--- src/rtl/sysint_pkg.sv ---
package sysint_pkg;
  localparam int REG_W    = 8;
  localparam int B_SRC    = 7;
  localparam int B_VIE    = 6;
  localparam int B_VFLG   = 5;
  localparam int B_LVR    = 4;
  localparam int B_RSV    = 3;
  localparam int B_CIE    = 2;
  localparam int B_CFD    = 1;
  localparam int B_WDR    = 0;

  typedef struct packed {
    logic src_sel;
    logic vmon_ie;
    logic css_ie;
  } ctrl_t;

  function automatic logic [REG_W-1:0] pack_status(
    input ctrl_t c, input logic vflag, input logic lvr,
    input logic cfd, input logic wdr);
    logic [REG_W-1:0] v;
    v        = '0;
    v[B_SRC] = c.src_sel;
    v[B_VIE] = c.vmon_ie;
    v[B_VFLG]= vflag;
    v[B_LVR] = lvr;
    v[B_RSV] = 1'b0;
    v[B_CIE] = c.css_ie;
    v[B_CFD] = cfd;
    v[B_WDR] = wdr;
    return v;
  endfunction

  function automatic ctrl_t ctrl_from_word(input logic [REG_W-1:0] w);
    ctrl_t c;
    c.src_sel = w[B_SRC];
    c.vmon_ie = w[B_VIE];
    c.css_ie  = w[B_CIE];
    return c;
  endfunction

  // write-zero-to-clear: a written 0 drops the flag, a written 1 keeps it
  function automatic logic w0c_keep(input logic cur, input logic wr,
                                    input logic wbit);
    return cur & ~(wr & ~wbit);
  endfunction
endpackage

--- src/rtl/sysint_sync.sv ---
module sysint_sync #(
  parameter int STAGES = 2
) (
  input  logic clk,
  input  logic rst_n,
  input  logic d_async,
  output logic q
);
  logic [STAGES-1:0] chain;

  always_ff @(posedge clk or negedge rst_n) begin
    if (!rst_n) chain <= '0;
    else        chain <= {chain[STAGES-2:0], d_async};
  end

  assign q = chain[STAGES-1];
endmodule

--- src/rtl/sysint_rst_cause.sv ---
module sysint_rst_cause (
  input  logic clk,
  input  logic rst_n,
  input  logic lvd_evt,
  input  logic wdg_evt,
  input  logic wr,
  input  logic wbit_lvr,
  input  logic wbit_wdr,
  output logic lvr_flag,
  output logic wdr_flag
);
  import sysint_pkg::*;

  logic lvr_q, wdr_q;
  logic lvr_wclr, wdr_wclr;

  assign lvr_wclr = wr & ~wbit_lvr;
  assign wdr_wclr = wr & ~wbit_wdr;

  always_ff @(posedge clk or negedge rst_n) begin
    if (!rst_n) begin
      lvr_q <= 1'b0;
      wdr_q <= 1'b0;
    end else begin
      if (lvd_evt) lvr_q <= 1'b1;
      else         lvr_q <= w0c_keep(lvr_q, wr, wbit_lvr);

      if (lvd_evt)      wdr_q <= 1'b0;
      else if (wdg_evt) wdr_q <= 1'b1;
      else              wdr_q <= w0c_keep(wdr_q, wr, wbit_wdr);
    end
  end

  assign lvr_flag = lvr_q;
  assign wdr_flag = wdr_q;

  p_lvd_clears_wdr_r4: assert property (@(posedge clk) disable iff (!rst_n)
    lvd_evt |=> (!wdr_q && lvr_q));
  p_wdg_sets_r4: assert property (@(posedge clk) disable iff (!rst_n)
    (wdg_evt && !lvd_evt) |=> wdr_q);
  p_lvr_sticky_r3: assert property (@(posedge clk) disable iff (!rst_n)
    (!lvd_evt && !lvr_wclr) |=> $stable(lvr_q));
  p_wdr_sticky_r3: assert property (@(posedge clk) disable iff (!rst_n)
    (!lvd_evt && !wdg_evt && !wdr_wclr) |=> $stable(wdr_q));
endmodule

--- src/rtl/sysint_volt_irq.sv ---
module sysint_volt_irq #(
  parameter int SYNC_STAGES = 2
) (
  input  logic clk,
  input  logic rst_n,
  input  logic src_sel,
  input  logic supply_async,
  input  logic pin_async,
  input  logic mon_en,
  input  logic ie,
  input  logic ack,
  input  logic sys_clr,
  output logic flag,
  output logic irq
);
  logic sel_async, flag_s, flag_prev, toggle, set_req, pend_q;

  assign sel_async = src_sel ? pin_async : supply_async;

  sysint_sync #(.STAGES(SYNC_STAGES)) u_sync (
    .clk(clk), .rst_n(rst_n), .d_async(sel_async), .q(flag_s));

  assign flag    = flag_s & mon_en;
  assign toggle  = flag ^ flag_prev;
  assign set_req = toggle & ie;

  always_ff @(posedge clk or negedge rst_n) begin
    if (!rst_n) begin
      flag_prev <= 1'b0;
      pend_q    <= 1'b0;
    end else begin
      flag_prev <= flag;
      if (sys_clr)      pend_q <= 1'b0;
      else if (set_req) pend_q <= 1'b1;
      else if (ack)     pend_q <= 1'b0;
    end
  end

  assign irq = pend_q;

  p_toggle_pends_r7: assert property (@(posedge clk) disable iff (!rst_n)
    (set_req && !sys_clr) |=> pend_q);
  p_pend_cause_r7: assert property (@(posedge clk) disable iff (!rst_n)
    $rose(pend_q) |-> $past(set_req));
  p_ack_clears_r8: assert property (@(posedge clk) disable iff (!rst_n)
    (ack && !set_req) |=> !pend_q);
  p_sysclr_r5: assert property (@(posedge clk) disable iff (!rst_n)
    sys_clr |=> !pend_q);
endmodule

--- src/rtl/sysint_clkfail.sv ---
module sysint_clkfail #(
  parameter int SYNC_STAGES = 2
) (
  input  logic clk,
  input  logic rst_n,
  input  logic opt_en,
  input  logic fail_evt,
  input  logic osc_ok_async,
  input  logic rd,
  input  logic ie,
  output logic flag,
  output logic irq
);
  logic osc_ok_s, cfd_q, rd_clr;

  sysint_sync #(.STAGES(SYNC_STAGES)) u_sync (
    .clk(clk), .rst_n(rst_n), .d_async(osc_ok_async), .q(osc_ok_s));

  assign rd_clr = rd & osc_ok_s;

  always_ff @(posedge clk or negedge rst_n) begin
    if (!rst_n)        cfd_q <= 1'b0;
    else if (fail_evt) cfd_q <= 1'b1;
    else if (rd_clr)   cfd_q <= 1'b0;
  end

  assign flag = cfd_q & opt_en;
  assign irq  = flag & ie;

  p_cfd_set_r9: assert property (@(posedge clk) disable iff (!rst_n)
    fail_evt |=> cfd_q);
  p_cfd_hold_r9: assert property (@(posedge clk) disable iff (!rst_n)
    (cfd_q && !rd_clr) |=> cfd_q);
  p_cfd_clr_r9: assert property (@(posedge clk) disable iff (!rst_n)
    (rd_clr && !fail_evt) |=> !cfd_q);
endmodule

--- src/rtl/sysint_status_reg.sv ---
module sysint_status_reg #(
  parameter int SYNC_STAGES = 2
) (
  input  logic       clk,
  input  logic       rst_n,
  input  logic       bus_sel,
  input  logic       bus_wr,
  input  logic       bus_rd,
  input  logic [7:0] bus_wdata,
  output logic [7:0] bus_rdata,
  input  logic       lvd_opt_en,
  input  logic       css_opt_en,
  input  logic       vmon_supply_async,
  input  logic       vmon_pin_async,
  input  logic       osc_ok_async,
  input  logic       css_fail_evt,
  input  logic       lvd_rst_evt,
  input  logic       wdg_rst_evt,
  input  logic       ext_rst_evt,
  input  logic       vmon_irq_ack,
  output logic       vmon_irq,
  output logic       css_irq
);
  import sysint_pkg::*;

  ctrl_t ctrl_q;
  logic  wr_en, rd_en, any_rst_evt;
  logic  vflag, cfd_flag, lvr_flag, wdr_flag;

  assign wr_en       = bus_sel & bus_wr;
  assign rd_en       = bus_sel & bus_rd;
  assign any_rst_evt = lvd_rst_evt | wdg_rst_evt | ext_rst_evt;

  always_ff @(posedge clk or negedge rst_n) begin
    if (!rst_n)           ctrl_q <= '0;
    else if (any_rst_evt) ctrl_q <= '0;
    else if (wr_en)       ctrl_q <= ctrl_from_word(bus_wdata);
  end

  sysint_rst_cause u_cause (
    .clk(clk), .rst_n(rst_n),
    .lvd_evt(lvd_rst_evt), .wdg_evt(wdg_rst_evt),
    .wr(wr_en), .wbit_lvr(bus_wdata[B_LVR]), .wbit_wdr(bus_wdata[B_WDR]),
    .lvr_flag(lvr_flag), .wdr_flag(wdr_flag));

  sysint_volt_irq #(.SYNC_STAGES(SYNC_STAGES)) u_volt (
    .clk(clk), .rst_n(rst_n),
    .src_sel(ctrl_q.src_sel), .supply_async(vmon_supply_async),
    .pin_async(vmon_pin_async), .mon_en(lvd_opt_en),
    .ie(ctrl_q.vmon_ie), .ack(vmon_irq_ack), .sys_clr(any_rst_evt),
    .flag(vflag), .irq(vmon_irq));

  sysint_clkfail #(.SYNC_STAGES(SYNC_STAGES)) u_clk (
    .clk(clk), .rst_n(rst_n), .opt_en(css_opt_en),
    .fail_evt(css_fail_evt), .osc_ok_async(osc_ok_async),
    .rd(rd_en), .ie(ctrl_q.css_ie), .flag(cfd_flag), .irq(css_irq));

  assign bus_rdata = pack_status(ctrl_q, vflag, lvr_flag, cfd_flag, wdr_flag);

  p_ctrl_clr_r5: assert property (@(posedge clk) disable iff (!rst_n)
    any_rst_evt |=> (bus_rdata[B_SRC] == 1'b0 && bus_rdata[B_VIE] == 1'b0
                     && bus_rdata[B_CIE] == 1'b0));
  p_ctrl_load_r2: assert property (@(posedge clk) disable iff (!rst_n)
    (wr_en && !any_rst_evt) |=> (bus_rdata[B_CIE] == $past(bus_wdata[B_CIE])));
  p_css_gate_r10: assert property (@(posedge clk) disable iff (!rst_n)
    !css_opt_en |-> (!css_irq && !bus_rdata[B_CFD]));
  p_css_irq_r11: assert property (@(posedge clk) disable iff (!rst_n)
    css_irq |-> (bus_rdata[B_CFD] && bus_rdata[B_CIE]));
endmodule

--- config.mk ---
export PLATFORM = sky130hd
export DESIGN_NAME = sysint_status_reg
export DESIGN_NICKNAME = d
export VERILOG_FILES = /design/src/rtl/sysint_pkg.sv /design/src/rtl/sysint_sync.sv /design/src/rtl/sysint_rst_cause.sv /design/src/rtl/sysint_volt_irq.sv /design/src/rtl/sysint_clkfail.sv /design/src/rtl/sysint_status_reg.sv
export SDC_FILE = /design/constraint.sdc
export NUM_CORES = 1
export LEC_CHECK = 0
export CORE_AREA = 2 2 39 41
export DETAILED_ROUTE_END_ITERATION = 10
export DIE_AREA = 0 0 41 43
export DONT_BUFFER_PORTS = 1
export GPL_TIMING_DRIVEN = 0
export PLACE_DENSITY = 0.62
export SLEW_MARGIN = 20
export SYNTH_ARGS = -nofsm -noshare
export SYNTH_HDL_FRONTEND = slang
export SYNTH_SLANG_ARGS = --single-unit
--- constraint.sdc ---
create_clock -name clk -period 2.2 [get_ports clk]
set_input_delay 0.44 -clock clk [delete_from_list [all_inputs] [get_ports clk]]
set_output_delay 0.44 -clock clk [all_outputs]
set_load 0.1 [all_outputs]
Word-level counts from Yosys, hierarchy flattened:

Index checks and enable logic that the tools add are counted.

* logic and storage cells: 42
* bits in latches: 0
* input bits: 23
* bits in read-only memories: 0
* flip-flop bits (word level): 12
* output and inout port bits: 10
* memories: 0
* bits in writable memories: 0

* equal/unequal tests: 0
* divide/modulo/power cells: 0
* shifts and indexed selects: 0
* muxes and demuxes: 11
* bitwise operators: 18
* reductions and logical operators: 3
* $add $sub $neg: 0
* multipliers: 0
* magnitude comparators: 0

Operator list (count)
* $and 1x1->1: 11
* $mux 1: 9
* $mux 3: 2
* $not 1->1: 4
* $reduce_bool 2->1: 2
* $reduce_bool 3->1: 1
* $or 1x1->1: 2
* $xor 1x1->1: 1

Logic depth before layout (Yosys ltp):

* word-level depth: 6
* gate-level depth with buffers: 3
* depth with buffers taken out: 3

By module:

Synthesis repeated with hierarchy kept, for this count alone.

* cell total of the unflattened synthesis: 45
* area, all modules: 548.0 um2

Modules (own cells, without submodules)
* sysint_status_reg: seq. area each 75.1 um2, area each 211.5 um2, times used 1, cells each 21
* sysint_sync: seq. area each 50.0 um2, area each 50.0 um2, times used 2, cells each 2
* sysint_volt_irq: seq. area each 50.0 um2, area each 97.6 um2, times used 1, cells each 8
* sysint_rst_cause: seq. area each 50.0 um2, area each 90.1 um2, times used 1, cells each 7
* sysint_clkfail: seq. area each 25.0 um2, area each 48.8 um2, times used 1, cells each 5

Worst setup path after synthesis:

OpenSTA, ideal clock, no wires.

* path kind: input port to output port
* start: in css_opt_en
* end: out css_irq
* arrival: 1207 ps
* required time: 1760 ps
* stages: 1
* buffers on the path: 0
* slack: 553 ps
* cell sequence: and3_1

* word-level cells in the longest chain between the ends: 2

RTL lines
* start: declaration: RTL line sysint_status_reg.sv:12 `input logic css_opt_en,`
* $and 1x1->1: RTL line sysint_clkfail.sv:27 `assign flag = cfd_q & opt_en;`
* $and 1x1->1: RTL line sysint_clkfail.sv:28 `assign irq = flag & ie;`
* end: declaration: RTL line sysint_status_reg.sv:22 `output logic css_irq`

No other way between the ends.

Final worst setup path:

* start: reg ctrl_q, in the netlist bus_rdata[2]
* end: out css_irq

* word-level cells in the longest chain between the ends: 1

RTL lines
* start: declaration: RTL line sysint_status_reg.sv:26 `ctrl_t ctrl_q;`
* start signal: assignment: RTL line sysint_status_reg.sv:37 `else if (wr_en) ctrl_q <= ctrl_from_word(bus_wdata);`
* $and 1x1->1: RTL line sysint_clkfail.sv:28

No other way between the ends.

==> impl_metrics.csv <==
group,metric,value,unit
synthesis,post_synth_mux_area_share,2.18,%
synthesis,yosysUniqueCellTypes,16,
setup_path,crit_path_max_incr_delay,0.81,ns
synthesis,synthTopCellsByArea,"sky130_fd_sc_hd__dfrtp_1, sky130_fd_sc_hd__buf_4, sky130_fd_sc_hd__a21oi_1",
die,dieHeight,43,microns
finish,multi_input_area,151,sq um
route,drt_iter0_drc,1,
placement,place.port_buffers,0,
synthesis,yosysWarnings,0,
finish,ff_latch_area,300,sq um
global_route,gr-usage-all-layers,11.6,%
min_path,timing.hold.worst_path_depth,0,
finish,layout-area-overhead-vs-synth,12.9,%
global_route,via_count_of_the_first_global_routing_pass,296,
die,die_w,41,microns
synthesis,synth-seq-cells,12,
route,route.detailed.vias_per_inst,4.87,
finish,antenna_cells,0,
clocking,clkSinkCount,12,
route,via_count_of_the_routed_design,331,
synthesis,ys.flop_type,"sky130_fd_sc_hd__dfrtp_1",
setup_path,cp_num_cells,1,
placement,place.detailed.hpwl,666,microns
synthesis,synth_area_leader_cell,"sky130_fd_sc_hd__dfrtp_1",
die,design.die.area,1760,sq um
min_path,worstHoldPathType,"primary input to flip-flop",
route,detail_route.wl_per_cell,12.4,microns
route,drtAntennaViolNets,0,
synthesis,synthesis.instances,47,
finish,layout.cells.non_filler,68,
min_path,timing.hold.worst.start,"osc_ok_async",
clocking,ctsRootBufferMaster,"sky130_fd_sc_hd__clkbuf_4",
pwr,leakagePower,0.260,nW
setup_path,critical_path_arrival,1.43,ns
route,detail_route.first_pass.iterations,2,
synthesis,yosys.area_share.xor_xnor,0,%
setup_path,setup.worst_path.start_class,"flip-flop",
die,number_of_placement_rows,14,
job,max-cap-violations,0,
timing,slew_headroom,36.4,%
clocking,post-cts-setup-buffers,0,
timing,max_slew.worst_pin.slew,0.958,ns
clocking,cts_inserted_buffers,3,
placement,gp_congestion,0.584,
synthesis,post_synth_fa_ha_maj_area_fraction,0,%
setup_path,timing.critical_path.max_delay_family,"simple AND/OR/NAND/NOR gates",
pwr,worst_ir_drop_vdd,0.432,mV
timing,maxSlewViolCount,0,
die,floorplan.initialDensity,37.3,%
route,drc,0,
die,core_region_area,1380,sq um
global_route,pin_count_of_the_biggest_net_entering_global_routing,13,
timing,clock-skew-final,0.000262,ns
run_status,status,"completed",
global_route,antenna_found_initial,0,
synthesis,synth_nets,70,
min_path,hold_path_end,"u_clk.u_sync.chain[0]$_DFF_PN0_",
finish,drive_above_1_share,26.9,%
global_route,grt.overflow.total,0,
clocking,post_cts_resized,0,
timing,finalSetupTns,0,ns
global_route,first_pass_grt_wire_length,1240,microns
synthesis,async_set_reset_flop_share_out_of_synthesis,100,%
setup_path,number_of_cells_on_the_worst_reg_to_reg_path,2,
clocking,clk_transition_reported_paths,0.07,ns
clocking,worstSkewPairLatency,0.26,ns
setup_path,worstSetupStartpoint,"bus_rdata[2]$_DFFE_PN0P_",
timing,finalSetupViolations,0,
setup_path,crit_path_max_fanout,3,
pwr,cellPowerDensity,819,nW/um^2
synthesis,synth_seq_area_share,58.3,%
setup_path,path_class,"flip-flop to output port",
synthesis,synth_compound_gate_area_share,8.50,%
setup_path,capturing_element_type_of_the_critical_path,"output port",
setup_path,crit_buf_inv,0,
finish,n_fill_cell,148,
setup_path,path_cells,"and3_1",
clocking,cts-root-to-sink-buffers,2,
synthesis,synthesis.area,515,sq um
timing,rsz0062_at_grt,"false",
setup_path,crit_slowest_cell,"sky130_fd_sc_hd__and3_1",
setup_path,regToRegSetupSlack,0.92,ns
timing,hold_violations,0,
finish,nets,76,
synthesis,synth.most_common_cell,"sky130_fd_sc_hd__dfrtp_1",
finish,fin_util,42.0,%
placement,placed_cells,63,
setup_path,r2r-start,"u_volt.irq$_DFFE_PN0P_",
setup_path,r2r-end,"u_volt.irq$_DFFE_PN0P_",
timing,min_period,1.87,ns
timing,max_freq,534,MHz
die,ios,33,
synthesis,syn_avg_cell_area,11.0,sq um
clocking,clock_tree_from_tritoncts,"done",
synthesis,synth_top_area_share,58.3,%
synthesis,synth_top_family_by_area,"simple AND/OR/NAND/NOR gates",
timing,post-route-period-util,85.2,%
synthesis,post_synth_edffs,0,
clocking,htree_levels,1,
synthesis,most_used_standard_cells_in_the_synthesized_netlist,"sky130_fd_sc_hd__dfrtp_1, sky130_fd_sc_hd__buf_4, sky130_fd_sc_hd__a21oi_1, sky130_fd_sc_hd__nand2_1, sky130_fd_sc_hd__nand3_1",
route,drt-total-wl,843,microns
setup_path,crit_required,1.76,ns
synthesis,synth_simple_gate_area_share,18.0,%
## logic make-up (layout without fill, tap and decap cells)
logic type      count (synthesis)  count (layout)
simple gates                   16              16
flops                          12              12
buf+inv                         9              14
compound gates                  8               8
other cells                     1               1
mux                             1               1
## metrics by stage
step	worst slack [ns]	total power, W	hold slack [ns]	cell area, sq um
floorplan	0.553	0.000304	0.144	515
global placement	0.548	0.000307	0.145	536
detailed placement	0.548	0.000308	0.145	536
CTS	0.307	0.000486	0.183	582
global route	0.241	0.000502	0.170	582
finish	0.326	0.000477	0.198	582
## routing by layer
layer  vias to the layer above  share of wire (%)  track usage (%)
met2                        20                 48             14.4
met3                         2                 10             2.09
met5                         -                  0                0
met4                         0                2.3             14.0
met1                       149                 40             14.4
li1                        160                  -                -
## report_power, final
group / internal [W] / switching, W / total (W) / leakage [nW]
combinational: 0.0000164 / 0.0000592 / 0.0000756 / 0.0924
sequential: 0.000229 / 0.00000357 / 0.000233 / 0.147
clock: 0.000100 / 0.0000680 / 0.000168 / 0.0210
total: 0.000346 / 0.000131 / 0.000477 / 0.260
## timing repair
action	4_1_cts	5_1_grt
setup endpoints to repair	0	0
hold buffers	1	0
hold endpoints to repair	12	0
## flip-flops by register name, summed over array words and instances (netlist names)
signal / cells
u_volt.flag_prev: 1
u_cause.lvr_flag: 1
u_cause.wdr_flag: 1
u_volt.u_sync.chain: 2
u_clk.u_sync.chain: 2
bus_rdata: 3
u_volt.irq: 1
u_clk.cfd_q: 1
## worst max-delay path by stage
stage                     endpoint  slack, ns
after detailed placement   css_irq       0.55
final                      css_irq       0.33
after floorplan            css_irq       0.55
after global placement     css_irq       0.55
after global routing       css_irq       0.24
after CTS                  css_irq       0.31
## cell usage in the layout (no fill, tap or decap)
cell / Yosys / final
sky130_fd_sc_hd__clkbuf_8: 0 / 1
sky130_fd_sc_hd__buf_4: 8 / 8
sky130_fd_sc_hd__nand2_1: 4 / 4
sky130_fd_sc_hd__a21oi_1: 4 / 4
sky130_fd_sc_hd__a31oi_1: 1 / 1
sky130_fd_sc_hd__o21ai_0: 2 / 2
sky130_fd_sc_hd__mux2_2: 1 / 1
sky130_fd_sc_hd__and3_1: 1 / 1
sky130_fd_sc_hd__or3_4: 1 / 1
sky130_fd_sc_hd__a21o_1: 1 / 1
sky130_fd_sc_hd__dlygate4sd3_1: 0 / 1
sky130_fd_sc_hd__clkbuf_4: 0 / 3
sky130_fd_sc_hd__nand3b_1: 2 / 2
sky130_fd_sc_hd__inv_1: 1 / 1
sky130_fd_sc_hd__nand2b_1: 2 / 2
sky130_fd_sc_hd__dfrtp_1: 12 / 12
sky130_fd_sc_hd__and2_1: 2 / 2
sky130_fd_sc_hd__nand3_1: 4 / 4
sky130_fd_sc_hd__conb_1: 1 / 1
## final cells by class
type / count / share of cell area, %
flip-flops and latches: 12 / 51.6
multi-input cells: 26 / 26.0
plain buffers: 8 / 10.3
clock buffers: 4 / 6.24
well taps: 16 / 3.44
repair buffers: 1 / 1.72
inverters: 1 / 0.645
Power figures use the tool's default switching activity.
